### src/rtl/cpu8_pkg.sv
package cpu8_pkg;

  localparam logic [7:0] OP_HALT = 8'h01;
  localparam logic [7:0] OP_LDI  = 8'h82;
  localparam logic [7:0] OP_PRN  = 8'h47;
  localparam logic [7:0] OP_MUL  = 8'hA2;
  localparam logic [7:0] OP_PUSH = 8'h45;
  localparam logic [7:0] OP_POP  = 8'h46;

  typedef enum logic [2:0] {
    K_HALT, K_LDI, K_PRN, K_MUL, K_PUSH, K_POP, K_BAD
  } kind_t;

  typedef enum logic [3:0] {
    S_F0,     // issue opcode read
    S_F1,     // opcode arrives, decode
    S_OPA,    // first operand arrives
    S_OPB,    // second operand arrives
    S_EXEC,   // perform operation
    S_PUSHW,  // store to stack
    S_POPW,   // load from stack
    S_POPI,   // bump stack pointer
    S_STOP    // stopped for good
  } st_t;

endpackage

### src/rtl/cpu8_dec.sv
module cpu8_dec
  import cpu8_pkg::*;
#(
  parameter int DW = 8
) (
  input  logic [DW-1:0] op,
  output kind_t         kind,
  output logic [1:0]    nopnd
);

  always_comb begin
    nopnd = op[DW-1 -: 2];
    case (op)
      OP_HALT: kind = K_HALT;
      OP_LDI:  kind = K_LDI;
      OP_PRN:  kind = K_PRN;
      OP_MUL:  kind = K_MUL;
      OP_PUSH: kind = K_PUSH;
      OP_POP:  kind = K_POP;
      default: kind = K_BAD;
    endcase
  end

endmodule

### src/rtl/cpu8_mem.sv
module cpu8_mem #(
  parameter int AW = 8,
  parameter int DW = 8
) (
  input  logic          clk,
  input  logic          we,
  input  logic [AW-1:0] wa,
  input  logic [DW-1:0] wd,
  input  logic          re,
  input  logic [AW-1:0] ra,
  output logic [DW-1:0] rq
);

  localparam int DEPTH = 2 ** AW;

  logic [DW-1:0] ram [DEPTH];

  always_ff @(posedge clk) begin
    if (we) ram[wa] <= wd;
    if (re) rq <= ram[ra];
  end

endmodule

### src/rtl/cpu8_regs.sv
module cpu8_regs #(
  parameter int            NREG    = 8,
  parameter int            DW      = 8,
  parameter int            SP_IDX  = NREG - 1,
  parameter logic [DW-1:0] SP_INIT = 8'hF4,
  parameter int            RW      = $clog2(NREG)
) (
  input  logic          clk,
  input  logic          rst,
  input  logic          we,
  input  logic [RW-1:0] wa,
  input  logic [DW-1:0] wd,
  input  logic [RW-1:0] ra_a,
  input  logic [RW-1:0] ra_b,
  output logic [DW-1:0] rd_a,
  output logic [DW-1:0] rd_b,
  output logic [DW-1:0] sp_o
);

  logic [DW-1:0] regs [NREG];

  always_ff @(posedge clk) begin
    if (rst) begin
      for (int i = 0; i < NREG; i++) regs[i] <= (i == SP_IDX) ? SP_INIT : '0;
    end else if (we) begin
      regs[wa] <= wd;
    end
  end

  assign rd_a = regs[ra_a];
  assign rd_b = regs[ra_b];
  assign sp_o = regs[SP_IDX];

endmodule

### src/rtl/cpu8_core.sv
module cpu8_core
  import cpu8_pkg::*;
#(
  parameter int            AW      = 8,
  parameter int            DW      = 8,
  parameter int            NREG    = 8,
  parameter int            SP_IDX  = NREG - 1,
  parameter logic [DW-1:0] SP_INIT = 8'hF4
) (
  input  logic          clk,
  input  logic          rst,
  input  logic          load_en,
  input  logic [AW-1:0] load_addr,
  input  logic [DW-1:0] load_data,
  output logic          out_valid,
  output logic [DW-1:0] out_data,
  output logic          halted,
  output logic          illegal
);

  localparam int RW = $clog2(NREG);

  st_t           st;
  kind_t         kind_q, kind_d;
  logic [1:0]    len_q, len_d;
  logic [AW-1:0] pc_q;
  logic [RW-1:0] opa_q;
  logic [DW-1:0] opb_q;
  logic [DW-1:0] mem_q;
  logic [DW-1:0] rd_a, rd_b, sp_v, prod;
  logic          go;
  logic          rf_we, core_we, retire;
  logic [RW-1:0] rf_wa;
  logic [DW-1:0] rf_wd;
  logic [AW-1:0] rd_addr;

  assign go   = !load_en;
  assign prod = rd_a * rd_b;

  cpu8_dec #(.DW(DW)) u_dec (
    .op    (mem_q),
    .kind  (kind_d),
    .nopnd (len_d)
  );

  cpu8_regs #(
    .NREG(NREG), .DW(DW), .SP_IDX(SP_IDX), .SP_INIT(SP_INIT), .RW(RW)
  ) u_regs (
    .clk  (clk),
    .rst  (rst),
    .we   (rf_we && go),
    .wa   (rf_wa),
    .wd   (rf_wd),
    .ra_a (opa_q),
    .ra_b (opb_q[RW-1:0]),
    .rd_a (rd_a),
    .rd_b (rd_b),
    .sp_o (sp_v)
  );

  cpu8_mem #(.AW(AW), .DW(DW)) u_mem (
    .clk (clk),
    .we  (load_en || (core_we && go)),
    .wa  (load_en ? load_addr : AW'(sp_v)),
    .wd  (load_en ? load_data : rd_a),
    .re  (go),
    .ra  (rd_addr),
    .rq  (mem_q)
  );

  // Datapath steering for the current step.
  always_comb begin
    rd_addr = pc_q;
    rf_we   = 1'b0;
    rf_wa   = opa_q;
    rf_wd   = opb_q;
    core_we = 1'b0;
    retire  = 1'b0;
    case (st)
      S_F1:  rd_addr = pc_q + AW'(1);
      S_OPA: rd_addr = pc_q + AW'(2);
      S_EXEC: begin
        case (kind_q)
          K_LDI: begin rf_we = 1'b1; retire = 1'b1; end
          K_MUL: begin rf_we = 1'b1; rf_wd = prod; retire = 1'b1; end
          K_PRN: retire = 1'b1;
          K_PUSH: begin
            rf_we = 1'b1;
            rf_wa = RW'(SP_IDX);
            rf_wd = sp_v - DW'(1);
          end
          K_POP:   rd_addr = AW'(sp_v);
          default: ;
        endcase
      end
      S_PUSHW: begin core_we = 1'b1; retire = 1'b1; end
      S_POPW:  begin rf_we = 1'b1; rf_wd = mem_q; end
      S_POPI: begin
        rf_we  = 1'b1;
        rf_wa  = RW'(SP_IDX);
        rf_wd  = sp_v + DW'(1);
        retire = 1'b1;
      end
      default: ;
    endcase
  end

  always_ff @(posedge clk) begin
    if (rst) begin
      st        <= S_F0;
      pc_q      <= '0;
      kind_q    <= K_HALT;
      len_q     <= '0;
      opa_q     <= '0;
      opb_q     <= '0;
      out_valid <= 1'b0;
      out_data  <= '0;
      halted    <= 1'b0;
      illegal   <= 1'b0;
    end else begin
      out_valid <= 1'b0;
      if (go) begin
        case (st)
          S_F0: st <= S_F1;
          S_F1: begin
            kind_q <= kind_d;
            len_q  <= len_d;
            st     <= (len_d == 2'd0) ? S_EXEC : S_OPA;
          end
          S_OPA: begin
            opa_q <= mem_q[RW-1:0];
            st    <= (len_q == 2'd2) ? S_OPB : S_EXEC;
          end
          S_OPB: begin
            opb_q <= mem_q;
            st    <= S_EXEC;
          end
          S_EXEC: begin
            case (kind_q)
              K_HALT: begin halted <= 1'b1; st <= S_STOP; end
              K_BAD: begin
                halted  <= 1'b1;
                illegal <= 1'b1;
                st      <= S_STOP;
              end
              K_PRN: begin out_valid <= 1'b1; out_data <= rd_a; end
              K_PUSH:  st <= S_PUSHW;
              K_POP:   st <= S_POPW;
              default: ;
            endcase
          end
          S_POPW:  st <= S_POPI;
          default: ;
        endcase
        if (retire) begin
          pc_q <= pc_q + AW'(len_q) + AW'(1);
          st   <= S_F0;
        end
      end
    end
  end

endmodule

### config.mk
export PLATFORM = sky130hd
export DESIGN_NAME = cpu8_core
export DESIGN_NICKNAME = d
export VERILOG_FILES = /design/src/rtl/cpu8_pkg.sv /design/src/rtl/cpu8_dec.sv /design/src/rtl/cpu8_mem.sv /design/src/rtl/cpu8_regs.sv /design/src/rtl/cpu8_core.sv
export SDC_FILE = /design/constraint.sdc
export NUM_CORES = 2
export LEC_CHECK = 0
export ABC_AREA = 1
export BUFFER_PORTS_ARGS = -buffer_cell sky130_fd_sc_hd__buf_2
export CORE_ASPECT_RATIO = 1.1
export CORE_MARGIN = 5
export CORE_UTILIZATION = 38
export CTS_CLUSTER_DIAMETER = 40
export DETAILED_ROUTE_END_ITERATION = 7
export PLACE_DENSITY = 0.5
export SLEW_MARGIN = 20
export SYNTH_ARGS = -nofsm -noshare
export SYNTH_HDL_FRONTEND = slang
export SYNTH_SLANG_ARGS = --single-unit
### constraint.sdc
create_clock -name clk -period 31.8 [get_ports clk]
set_clock_uncertainty 0.2 [all_clocks]
set_input_delay 3.18 -clock clk [delete_from_list [all_inputs] [get_ports clk]]
set_output_delay 3.18 -clock clk [all_outputs]
set_load 0.01 [all_outputs]
* After elaboration in Yosys (flattened, before gate mapping)
Memory sizes are Yosys's and may differ from the RTL's. A register that Yosys moved wholly into a read port is not among the register bits. Cells that the tools add are included.
Operators by class: reduce and logical (&&, ||, !) cells 24, bitwise logic cells 2, add/subtract/negate cells 6, multiplexer cells 34, multiply operators 1, eq/ne operators 21
Operators by type and width (count):
- $pmux W8 S3 | 2
- $mux W8 | 4
- $add A8 B1 Y8 const B | 3
- $eq A8 B7 Y1 const B | 3
- $mux W3 | 8
- $pmux W4 S6 | 1
- $pmux W3 S6 | 1
- $eq A4 B3 Y1 const B | 4
- $eq A8 B8 Y1 const B | 2
- $pmux W8 S2 | 1
- $mux W1 | 12
- $pmux W4 S3 | 1
- $reduce_and A3 Y1 | 4
- $eq A3 B3 Y1 const B | 3
- $reduce_or A3 Y1 | 3
- $add A8 B2 Y8 | 1
- $add A8 B2 Y8 const B | 1
- $eq A4 B2 Y1 const B | 2
- $eq A8 B1 Y1 const B | 1
- $mul A8 B8 Y8 | 1
- $reduce_and A2 Y1 | 4
- $reduce_or A8 Y1 | 1
- $sub A8 B1 Y8 const B | 1
- $reduce_bool A7 Y1 | 1
- other kinds (16) | 23
Storage, ports and cells: RAM bits 2112, register bits after elaboration 39, input bits 19, logic and storage cells 100, memories 2, output and inout bits 11
Memory list:
- u_mem.ram | depth 256, width 8, read ports 1, clocked after Yosys merged registers in 1, write ports 1, line cpu8_mem.sv:16 | logic [DW-1:0] ram [DEPTH];
- u_regs.regs | depth 8, width 8, read ports 3, clocked after Yosys merged registers in 2, write ports 8, line cpu8_regs.sv:20 | logic [DW-1:0] regs [NREG];

* Logic depth before layout (Yosys ltp)
word-level depth 10, depth in mapped cells 32, depth with buffers taken out 30

* By module
A second synthesis with hierarchy kept.
Second synthesis, totals: cells, all modules 8188, area total of the unflattened synthesis 91373.9 um2
Modules (own cells, without submodules):
- cpu8_mem | seq. area each 61739.2 um2, cells each 7003, area each 83476.3 um2, times used 1
- cpu8_regs | seq. area each 1921.8 um2, cells each 529, area each 3900.0 um2, times used 1
- cpu8_core | seq. area each 780.7 um2, cells each 616, area each 3812.4 um2, times used 1
- cpu8_dec | seq. area each 0.0 um2, cells each 40, area each 185.2 um2, times used 1

* Worst setup path before layout
OpenSTA, ideal clock, no wires.
kind input port to flip-flop, start input load_en, end memory u_mem.ram[0][6] (data pin), arrival time 13.674 ns, path buffers 3, data required time 29.413 ns, stages on the path 4, slack 15.739 ns, library setup time 2.187 ns, cells stage by stage clkbuf_1 -> clkbuf_1 -> clkbuf_1 -> o21ai_0
On the way: word-level cells in the longest chain between the ends 1
Ends and longest elaborated chain:
- start, declared | line cpu8_core.sv:12 | input logic load_en,
- $mux W8 | line cpu8_core.sv:65 | .wd (load_en ? load_data : rd_a),
- net u_mem.wd[6] | line cpu8_mem.sv:8 | input logic [DW-1:0] wd,
- end, declared | line cpu8_mem.sv:16
The timed path passes the listed nets, and every way through them passes these cells.

* Worst setup path after layout
start input load_en, end memory u_mem.ram[103][5], enable pin
On the way: word-level cells in the longest chain between the ends 5, elaborated cells on any way between the ends 6, those cells by class mux (3); reduce/logical (3)
Ends and longest elaborated chain:
- $logic_not A1 Y1 | line cpu8_core.sv:37 | assign go = !load_en;
- $logic_and A1 B1 Y1 | line cpu8_core.sv:63 | .we (load_en || (core_we && go)),
- $logic_or A1 B1 Y1 | line cpu8_core.sv:63
- $mux W1 | line cpu8_mem.sv:19 | if (we) ram[wa] <= wd;
- $mux W1 (not written as such) | line cpu8_mem.sv:19
Several ways; a longest one is shown, not always the timed one.

==> Flow_metrics.wiki <==
{| class="wikitable"
! Metric !! Value
|-
| Sequential share of the synthesized area || 68.24%
|-
| Terminating pin of the worst hold path || halted
|-
| Final period util || a little under a quarter
|-
| Horizontal extent of the die || slightly below 500 microns
|-
| Path depth of the worst reg2reg path || 18
|-
| GRT Overall Usage || a little over a fifth
|-
| Vias/cell || roughly 5.3
|-
| Worst-skew pair later-pin latency || slightly below 0.9 ns
|-
| Type of the worst setup path || input port to flip-flop
|-
| Synthesized-area fraction occupied by ao, oa, aoi and oai cells || 7.767%
|-
| Relative slew slack || around 20%
|-
| Combinational cell fraction of total power || 7.5%
|-
| Sw frac || 24.49%
|-
| Lkg Pwr || 39.37 nW
|-
| Fraction of the mapped netlist area in adder cells || 0.5660%
|-
| Post-synthesis sequential element count || 2165
|-
| Worst flop-to-flop path startpoint || st[2]
|-
| Final net count || between 8000 and 9000
|-
| Clock tree root driver cell || clkbuf_16
|-
| Fraction of synthesis flops using an asynchronous set or reset pin || 0%
|-
| H-Tree Depth || 5
|-
| Starting density of the core || between 30% and 40%
|-
| Buffers inserted during post-CTS setup optimization || 0
|-
| TritonCTS clock tree || yes
|-
| DRC errors left || 0
|-
| Count of final max-slew check failures || 0
|-
| Number of flops mapped to enable cells by yosys || approximately 2100
|-
| CP startpoint || load_en
|-
| I/O pin count || 30
|-
| Cell family contributing the most delay on the critical path || simple AND/OR/NAND/NOR gates
|-
| Hold Vio Cnt, Final || 0
|-
| WL final || 286100 microns
|-
| Detailed-routing iteration count for the pre-antenna-repair pass || 7
|-
| Number of vias in the routed layout || approximately 64000
|-
| Total internal power || 5.351 mW
|-
| Total of buffers placed on input and output ports || 29
|-
| Max-cap violations || 0
|-
| CP Data Required Time || around 32 ns
|-
| Origin of the worst min-delay path || halted
|-
| Sum of buffers and inverters on the critical path || 5
|-
| R2r endpoint || u_mem.rq[4]
|-
| Clock-pin transition on the worst setup and hold timing paths || 0.06 ns
|-
| CTS Buf Count || 305
|-
| Synthesized cell area || 94610 sq um
|-
| Maximum count of clock buffers along a single path || 4
|-
| Routed length per instance || 23.78 microns
|-
| DP Wirelength || 167300 microns
|-
| Wire length of the first global-routing pass || 417700 microns
|-
| Most used cells in the layout excluding fill and tap cells || edfxtp_1, nand2_1, inv_1, nand3_1, o211ai_1
|-
| Gr ovfl total || 0
|-
| Total negative setup slack || 0 ns
|-
| Synthesis warning total || 0
|-
| Filler-free cell count of the finished design || 12032
|-
| Outcome || finished clean
|-
| DR iter-0 viols || roughly 6300
|-
| Area enclosed by the die boundary || 259100 sq um
|-
| Distinct cell type count after synthesis || 48
|-
| Placed cell area || 97560 sq um
|-
| Number of filler instances in the final layout || about 23000
|-
| Worst hold path class || flip-flop to flip-flop
|-
| Core outline area || 248400 sq um
|-
| Total of endpoints with negative setup slack in the final report || 0
|-
| Placer's final routability congestion estimate || just under 0.9
|-
| Post-route cell area || 107800 sq um
|-
| P&R area growth vs syn || 13.93%
|-
| TritonCTS sink count || 2165
|-
| Avg Cell Area, Syn || 11.03 sq um
|-
| Peak ir drop on the vdd network || 44.71 uV
|-
| Initial antenna violation count || 11
|-
| Power share of the clock group || approximately 48%
|-
| Worst-path maximum fanout || 27
|-
| Cell total after placement || 11479
|-
| Reg2reg setup slack || 24.84 ns
|-
| Minimum period implied by the final worst setup slack || 7.350 ns
|-
| Min-Delay Path Depth || 2
|-
| Sequential power share || between 40% and 50%
|-
| Proportion of synthesized area in mux cells || 0%
|-
| Worst Setup Start Kind || input port
|-
| Sw Pwr || between 1.5 and 2 mW
|-
| Row count || 192
|-
| Share of the core filled with cells in the final layout || a little over two fifths
|-
| CP Capture Type || flip-flop
|-
| Largest net degree at the start of global routing || between 200 and 300
|-
| Instance count of the mapped netlist || approximately 8600
|-
| Largest family of logic cells by synthesized area || simple AND/OR/NAND/NOR gates
|-
| Synth Flop Type || edfxtp_1
|-
| Longest individual stage delay on the worst path || 0.89 ns
|-
| Post-Route Hold Slack || 0.2470 ns
|-
| RSZ-0062 raised after global routing || no
|-
| Cells resized by post-CTS repair || 0
|-
| Highest clock frequency the design can meet || between 0.1 and 0.15 GHz
|-
| Library cell contributing the largest single delay on the critical path || nand2_2
|-
| Layout cells sized above 1 || 7.939%
|-
| Number of global-route vias before repair || about 63000
|-
| Cell-by-cell listing of the critical path || buf_2 -> buf_4 -> inv_1 -> buf_4 -> or2_2 -> o21ai_1 -> inv_1 -> nor3_1 -> nand2_2 -> nor2_1
|-
| Critical path data arrival time || approximately 7.6 ns
|-
| Post-route antenna net violation count || 0
|-
| Die boundary height || 533.3 microns
|-
| Simple-gate share of the synthesized area || between 10% and 20%
|-
| # hold bufs at CTS || 0
|-
| Post-synth net total || 8634
|-
| Slew at the pin closest to its max-slew limit || 1.204 ns
|-
| Most frequent standard cell in the layout excluding fill and tap cells || edfxtp_1
|-
| Cell Pwr Density || around 66 nW/um^2
|-
| Post-Synth XOR/XNOR Area || 0.06480%
|}
-- stage by stage --
step           setup slack [ns]  total power, mW
4_1_cts                   24.58            7.151
3_5_place_dp              23.71            3.773
3_3_place_gp              23.86            3.771
6_report                  24.45            7.087
5_1_grt                   24.22            7.322
2_1_floorplan             15.74            3.624
-- worst max-delay path by stage --
stage,cells after the start,slack (ns),endpoint
floorplan,4,15.74,u_mem.ram[0][6]
global placement,11,23.86,u_mem.ram[110][4]
detailed placement,10,23.71,u_mem.ram[215][1]
CTS,10,24.58,u_mem.ram[215][0]
global route,10,24.22,u_mem.ram[247][7]
finish,10,24.45,u_mem.ram[103][5]
-- synthesized netlist by cell type, types with 2 or more instances --
master / number / area, sq um
edfxtp_1: 2120 / 63660
nand2_1: 1578 / 5923
inv_1: 1353 / 5079
nand3_1: 1204 / 6026
o211ai_1: 674 / 5060
nor2_1: 402 / 1509
o21ai_0: 319 / 1597
clkbuf_1: 233 / 874.6
buf_2: 165 / 825.8
nand4_1: 126 / 788.3
buf_1: 83 / 311.6
a21oi_1: 80 / 400.4
buf_4: 46 / 345.3
dfxtp_1: 45 / 900.9
ha_1: 22 / 275.3
nor3_1: 21 / 105.1
o21ai_1: 19 / 95.09
fa_1: 13 / 260.3
inv_2: 11 / 41.29
or2_2: 10 / 62.56
a31oi_1: 6 / 37.54
buf_6: 6 / 67.56
xor2_1: 6 / 52.55
nand3b_1: 5 / 37.54
nand2_2: 3 / 18.77
nor2_4: 3 / 33.78
o221ai_1: 3 / 26.28
a221oi_1: 2 / 17.52
clkinv_1: 2 / 7.510
nor4_1: 2 / 12.51
-- worst register-to-register path: stages, from the launching register on --
cell and delay [ns]:
dfxtp_1 0.40, inv_2 0.06, nor2_4 0.16, nand3_4 0.17
inv_2 0.28, nand3_4 0.70, nand3_4 0.91, buf_4 0.73
buf_4 0.82, buf_4 0.86, nand2_1 0.17, o211ai_1 0.14
nand3_1 0.12, nand3_1 0.17, nand3_1 0.19, nand3_1 0.35
nand3_1 0.12, nand3_1 0.11, nand2_1 0.06
-- metal layers --
metal / GRT usage (%) / wire length, microns
met5: 0 / 0
met4: 7.362 / 10040
met1: 29.16 / 123500
met3: 3.207 / 17650
met2: 35.50 / 134900
-- area by class of cell --
cell class | instances | area [sq um] | area share (%)
flip-flops and latches | 2165 | 64560 | 59.90
well taps | 3298 | 4126 | 3.828
diodes | 5 | 12.51 | 0.01161
clock inverters | 212 | 2246 | 2.084
inverters | 1366 | 5140 | 4.769
repair buffers | 134 | 1046 | 0.9704
multi-input cells | 4516 | 22690 | 21.05
clock buffers | 336 | 7960 | 7.385
-- cell families (layout without fill, tap and decap cells) --
| logic type | after synthesis | after routing |
|---|---|---|
| AND/OR/NAND/NOR | 3357 | 3357 |
| flip-flops | 2165 | 2165 |
| buffers and inverters | 1899 | 2048 |
| AO/OA/AOI/OAI | 1117 | 1117 |
| adder cells (fa/ha/maj) | 35 | 35 |
| XOR/XNOR | 7 | 7 |
| other | 0 | 5 |
-- flip-flops by register name (all words and copies together) (netlist names), named ones only --
register / count
u_mem.ram: 2048
u_regs.regs: 64
opb_q: 8
out_data: 8
pc_q: 8
u_mem.rq: 8
st: 4
kind_q: 3
opa_q: 3
len_q: 2
halted: 1
illegal: 1
out_valid: 1
-- power by group through the flow --
| stage | Clock (mW) | Combinational (mW) | Sequential, mW |
|---|---|---|---|
| final | 3.37 | 0.528 | 3.18 |
| after global routing | 3.56 | 0.578 | 3.18 |
| after detailed placement | 0 | 0.530 | 3.24 |
| after floorplan | 0 | 0.335 | 3.29 |
| after global placement | 0 | 0.528 | 3.24 |
| after CTS | 3.44 | 0.532 | 3.18 |
Note: power is estimated with default switching activity, not from simulation.
